$ cat src/rtl/cop_dispatch_pkg.sv
// Package: shared types for the coprocessor dispatch controller.
// Assumes: nothing; pure type definitions.
package cop_dispatch_pkg;

    // Sequencer states; the encoding is internal only
    typedef enum logic [2:0] {
        ST_IDLE      = 3'd0,
        ST_BCAST     = 3'd1,
        ST_WAIT_BUSY = 3'd2,
        ST_DONE      = 3'd3,
        ST_TRAP      = 3'd4
    } disp_state_t;

endpackage

$ cat src/rtl/cop_claim_window.sv
// Module: counts the cycles of the claim window while the strobe is up.
// Assumes: active stays high from the first window cycle until the decision;
//          LAT >= 1.
module cop_claim_window #(
    parameter int LAT = 1
) (
    input  logic clk,
    input  logic rst_n,
    input  logic active,
    output logic window_end
);
    localparam int CW = (LAT < 2) ? 1 : $clog2(LAT + 1);
    localparam logic [CW-1:0] LAST = CW'(LAT - 1);

    logic [CW-1:0] cnt_q;

    // Purpose: cycle counter, cleared whenever the window is inactive
    always_ff @(posedge clk) begin
        if (!rst_n || !active) cnt_q <= '0;
        else if (cnt_q != LAST) cnt_q <= cnt_q + 1'b1;
    end

    // Purpose: flag the final cycle of the window
    always_comb window_end = active && (cnt_q == LAST);

    assert_window_bound_R2: assert property (@(posedge clk) disable iff (!rst_n)
        active |-> (cnt_q <= LAST));
endmodule

$ cat src/rtl/cop_word_latch.sv
// Module: captures the instruction word and presents it on the coprocessor bus.
// Assumes: capture is high only in the cycle an instruction is accepted.
module cop_word_latch #(
    parameter int IW = 32
) (
    input  logic          clk,
    input  logic          rst_n,
    input  logic          capture,
    input  logic [IW-1:0] word_in,
    input  logic          drive,
    output logic [IW-1:0] bus_out
);
    logic [IW-1:0] word_q;

    // Purpose: hold the accepted word until the next accepted instruction
    always_ff @(posedge clk) begin
        if (!rst_n)       word_q <= '0;
        else if (capture) word_q <= word_in;
    end

    // Purpose: put the word on the bus only while the strobe is up
    always_comb bus_out = drive ? word_q : '0;

    assert_bus_hold_R5: assert property (@(posedge clk) disable iff (!rst_n)
        (drive && $past(drive)) |-> $stable(bus_out));
endmodule

$ cat src/rtl/cop_seq_fsm.sv
// Module: dispatch sequencer (idle, broadcast, wait-busy, done, trap).
// Assumes: window_end comes from a counter that is active in ST_BCAST;
//          cp_accept_n is low when some coprocessor is claiming.
module cop_seq_fsm
    import cop_dispatch_pkg::*;
(
    input  logic        clk,
    input  logic        rst_n,
    input  logic        undef_valid,
    input  logic        cond_pass,
    input  logic        window_end,
    input  logic        cp_accept_n,
    input  logic        cp_busy,
    output disp_state_t state,
    output logic        capture,
    output logic        req,
    output logic        stall,
    output logic        trap
);
    disp_state_t st_q, st_d;

    // Purpose: next-state selection
    always_comb begin
        st_d = st_q;
        unique case (st_q)
            ST_IDLE:      if (undef_valid && cond_pass) st_d = ST_BCAST;
            ST_BCAST:     if (window_end) begin
                              if (cp_accept_n) st_d = ST_TRAP;
                              else if (cp_busy) st_d = ST_WAIT_BUSY;
                              else st_d = ST_DONE;
                          end
            ST_WAIT_BUSY: if (!cp_busy) st_d = ST_DONE;
            ST_DONE:      st_d = ST_IDLE;
            ST_TRAP:      st_d = ST_IDLE;
            default:      st_d = ST_IDLE;
        endcase
    end

    // Purpose: state register with synchronous reset
    always_ff @(posedge clk) begin
        if (!rst_n) st_q <= ST_IDLE;
        else        st_q <= st_d;
    end

    // Purpose: decode outputs from the current state
    always_comb begin
        state   = st_q;
        capture = (st_q == ST_IDLE) && undef_valid && cond_pass;
        req     = (st_q == ST_BCAST) || (st_q == ST_WAIT_BUSY);
        stall   = req;
        trap    = (st_q == ST_TRAP);
    end

    assert_cond_fail_quiet_R3: assert property (@(posedge clk) disable iff (!rst_n)
        (st_q == ST_IDLE && undef_valid && !cond_pass) |=> (!req && !trap));
    assert_busy_holds_R6: assert property (@(posedge clk) disable iff (!rst_n)
        (st_q == ST_WAIT_BUSY && cp_busy) |=> (req && stall));
    assert_busy_entry_R6: assert property (@(posedge clk) disable iff (!rst_n)
        (window_end && !cp_accept_n && cp_busy) |=> (st_q == ST_WAIT_BUSY));
endmodule

$ cat src/rtl/cop_dispatch.sv
// Module: top of the coprocessor dispatch controller.
// Assumes: undef_valid is a single-cycle event from the decoder; the core does
//          not issue new events while core_stall is high.
module cop_dispatch
    import cop_dispatch_pkg::*;
#(
    parameter int IW        = 32,
    parameter int CLAIM_LAT = 1
) (
    input  logic          clk,
    input  logic          rst_n,
    input  logic          undef_valid,
    input  logic [IW-1:0] instr_word,
    input  logic          cond_pass,
    input  logic          cp_accept_n,
    input  logic          cp_busy,
    output logic          cp_req,
    output logic [IW-1:0] cp_bus,
    output logic          core_stall,
    output logic          undef_trap
);
    disp_state_t state;
    logic        capture;
    logic        window_end;
    logic        in_bcast;

    // Purpose: the claim window runs only in the broadcast state
    always_comb in_bcast = (state == ST_BCAST);

    cop_claim_window #(.LAT(CLAIM_LAT)) win_i (
        .clk        (clk),
        .rst_n      (rst_n),
        .active     (in_bcast),
        .window_end (window_end)
    );

    cop_seq_fsm fsm_i (
        .clk         (clk),
        .rst_n       (rst_n),
        .undef_valid (undef_valid),
        .cond_pass   (cond_pass),
        .window_end  (window_end),
        .cp_accept_n (cp_accept_n),
        .cp_busy     (cp_busy),
        .state       (state),
        .capture     (capture),
        .req         (cp_req),
        .stall       (core_stall),
        .trap        (undef_trap)
    );

    cop_word_latch #(.IW(IW)) latch_i (
        .clk     (clk),
        .rst_n   (rst_n),
        .capture (capture),
        .word_in (instr_word),
        .drive   (cp_req),
        .bus_out (cp_bus)
    );

    assert_reset_clears_R1: assert property (@(posedge clk)
        !rst_n |=> (!cp_req && !core_stall && !undef_trap));
    assert_trap_unclaimed_R2: assert property (@(posedge clk) disable iff (!rst_n)
        undef_trap |-> ($past(cp_req) && $past(cp_accept_n)));
    assert_trap_pulse_R2: assert property (@(posedge clk) disable iff (!rst_n)
        undef_trap |=> !undef_trap);
    assert_req_start_R4: assert property (@(posedge clk) disable iff (!rst_n)
        $rose(cp_req) |-> $past(undef_valid && cond_pass));
endmodule

$ cat config.mk
export PLATFORM = sky130hd
export DESIGN_NAME = cop_dispatch
export DESIGN_NICKNAME = d
export VERILOG_FILES = /design/src/rtl/cop_dispatch_pkg.sv /design/src/rtl/cop_claim_window.sv /design/src/rtl/cop_word_latch.sv /design/src/rtl/cop_seq_fsm.sv /design/src/rtl/cop_dispatch.sv
export SDC_FILE = /design/constraint.sdc
export NUM_CORES = 1
export LEC_CHECK = 0
export BUFFER_PORTS_ARGS = -buffer_cell sky130_fd_sc_hd__buf_2
export CAP_MARGIN = 20
export CORE_UTILIZATION = 34
export DETAILED_ROUTE_END_ITERATION = 12
export GPL_TIMING_DRIVEN = 0
export PLACE_DENSITY = 0.68
export SLEW_MARGIN = 20
export SYNTH_ARGS = -nofsm -noshare
export SYNTH_HDL_FRONTEND = slang
export SYNTH_SLANG_ARGS = --single-unit
$ cat constraint.sdc
create_clock -name clk -period 1.57 [get_ports clk]
set_clock_uncertainty 0.15 [all_clocks]
set_input_delay 0.314 -clock clk [delete_from_list [all_inputs] [get_ports clk]]
set_output_delay 0.314 -clock clk [all_outputs]
set_load 0.01 [all_outputs]
==> metrics.txt <==
status finished, violations left; failing checks setup timing; Seq/Total Area, Yosys 0.399; # DRC 0; drt pass-1 iters 4; clock buffer depth 2; Die W approximately 75 um; DP HPWL slightly above 3000 um; Fill cells just over 500; critical path data arrival time about 1.4 ns; setup TNS -9.37 ns; Post-synth EDFFs 0; Max-Cap Viols 0; Worst Path Required 1.11 ns; Slew Limit Fails 0; n_diodes 0; DR iter-0 viols 85; Tcrit/Tclk final 1.20; Critical-path top delay cell dfxtp_4; Synth area leader dfxtp_1; # H-tree levels 2; ranking of synthesized cells by area dfxtp_1 40%, a21boi_1 12%, and2_1 11%, nand3_1 9.1%, o21ai_0 8.6%; top_reg_cell synth dfxtp_1; full die area about 0.0056 mm^2; RSZ-0062 raised after global routing yes; Final Non-Filler Cells about 360; peak supply drop approximately 0.0006 V; average wire per standard cell ~13 um; Skew-Pair Late Insertion Delay ~0.28 ns; Synth Cell Area between 0.0015 and 0.002 mm^2; average footprint of a synthesized cell ~8.8 um^2; CTS tree done; met3 usage 0.0509; Final Hold Viols 0; CP Class reg2out; Final ANT Viol Nets 0; cell chain of the critical path xnor2_4, nor2_4, buf_12, buf_8, and2_4, buf_6; crit path max fanout 6; die height 74.9 um; routed vias ~1800; largest net degree at the start of global routing 11; first-pass GRT wire length approximately 7300 um; area delta synth->final 53.7%; Startpoint Class register; Site Rows 26; commonest cells in the netlist 36 x dfxtp_1, 33 x nand3_1, 32 x and2_1; Port Buffers 72; Synth Net Count around 240; Worst-path clk slew roughly 0.07 ns; CTS Buf Count 5; Initial Util 0.354; min cycle time layout approximately 1.9 ns; hold slack around 0.12 ns; setup ws final -0.310 ns; GR Util All Layers 0.172; CTS root buffer clkbuf_8; total power between 2 and 2.5 mW; number of clock sinks 36; #FFs+latches synth 36; Ys Warns 0; GRT Residual Overflow 0; Power per Cell Area approximately 900 mW/mm^2; Distinct cells, synth 30; Post-Synthesis Cells between 200 and 250; Leakage roughly 1.2 nW; Vias/cell 4.89; share of cells above drive strength 1 0.500; Max Clock Freq about 530 MHz; Final setup viols 35; initial antenna violation count 0; post-synth top area share 0.399; gr busiest metal met2; met2 usage 0.268; cell with the most instances after synthesis dfxtp_1; met1 usage 0.231; number of global-route vias before repair around 1500; total wire length 4800 um; final net count 330; RePlAce Congestion 0.696; CP endpoint kind primary output; Core Area around 0.0051 mm^2; placed instance count about 350; slowest stage delay, CP about 0.38 ns; I/O Pins between 70 and 80; min-delay worst type in2reg; ys async rst share 0
## state kept, by name, indices dropped and copies added (netlist names)
signal and count:
latch_i.word_q 32, fsm_i.state 3, win_i.cnt_q 1
## cells by family after synthesis
| logic type | share of synthesized area |
|---|---|
| mux | 0.0111 |
| flops | 0.399 |
| simple gates | 0.267 |
| buf+inv | 0.0873 |
| compound gates | 0.229 |
| other cells | 0.00208 |
| xor+xnor | 0.00485 |
## layout make-up
class / instances / area, um^2 / area share
Buffer: 20 / 171 / 0.0617
Clock buffer: 6 / 72.6 / 0.0261
Clock inverter: 1 / 5.00 / 0.00180
Multi-Input combinational cell: 148 / 1030 / 0.372
Sequential cell: 36 / 729 / 0.263
Tap cell: 70 / 87.6 / 0.0315
Timing Repair Buffer: 81 / 679 / 0.245
## power by group
part / internal, mW / switching (mW) / total (mW)
clock: 0.301 / 0.304 / 0.605
combinational: 0.488 / 0.379 / 0.867
sequential: 0.983 / 0.0431 / 1.03
## layer usage
metal	wire length [um]	part of all wire
met3	290	0.060
met5	0	0
met4	32	0.0067
met2	2190	0.46
met1	2280	0.48
## placed cells by master (no fill, tap or decap), types with 2 or more instances in the layout
cell and instances:
and2_4 32, dfxtp_4 2, clkbuf_1 4, a21boi_0 2
buf_2 39, buf_6 43, a21boi_1 30, o21ai_0 30
clkbuf_8 5, mux2i_1 2, buf_4 5, buf_8 5
dfxtp_1 33, nand3_1 33, clkbuf_2 4, o21ai_1 2
## worst paths after layout
path	start	slack, ns	cells past startpoint	endpoint
setup reg to reg	fsm_i.state[0]	0.08	5	latch_i.word_q[25]
hold reg to reg	win_i.cnt_q	0.28	1	fsm_i.state[2]
setup / recovery	fsm_i.state[1]	-0.31	6	cp_bus[15]
hold / removal	instr_word[11]	0.12	3	latch_i.word_q[11]
## per-stage QoR
stage | util | instance area (um^2) | worst slack (ns)
2_1_floorplan | - | 1810 | 0.0456
3_3_place_gp | 0.441 | 2250 | -0.251
3_5_place_dp | 0.441 | 2250 | -0.233
4_1_cts | 0.493 | 2520 | -0.431
5_1_grt | 0.544 | 2780 | -0.356
6_report | 0.544 | 2780 | -0.310
## critical path: cells and delay by family (launching register included)
kind,cells,cell delay [ns]
xor+xnor,1,0.13
buf+inv,3,0.36
flops,1,0.38
simple gates,2,0.27
## repair_timing
| item | 4_1_cts | 5_1_grt |
|---|---|---|
| resized for setup | 39 | 59 |
| setup endpoints to repair | 35 | 52 |
| pin swaps | 13 | 22 |
| cloned | 3 | 0 |
| buffers inserted | 2 | 4 |
| hold buffers | 0 | 0 |
Power figures use the tool's default switching activity.
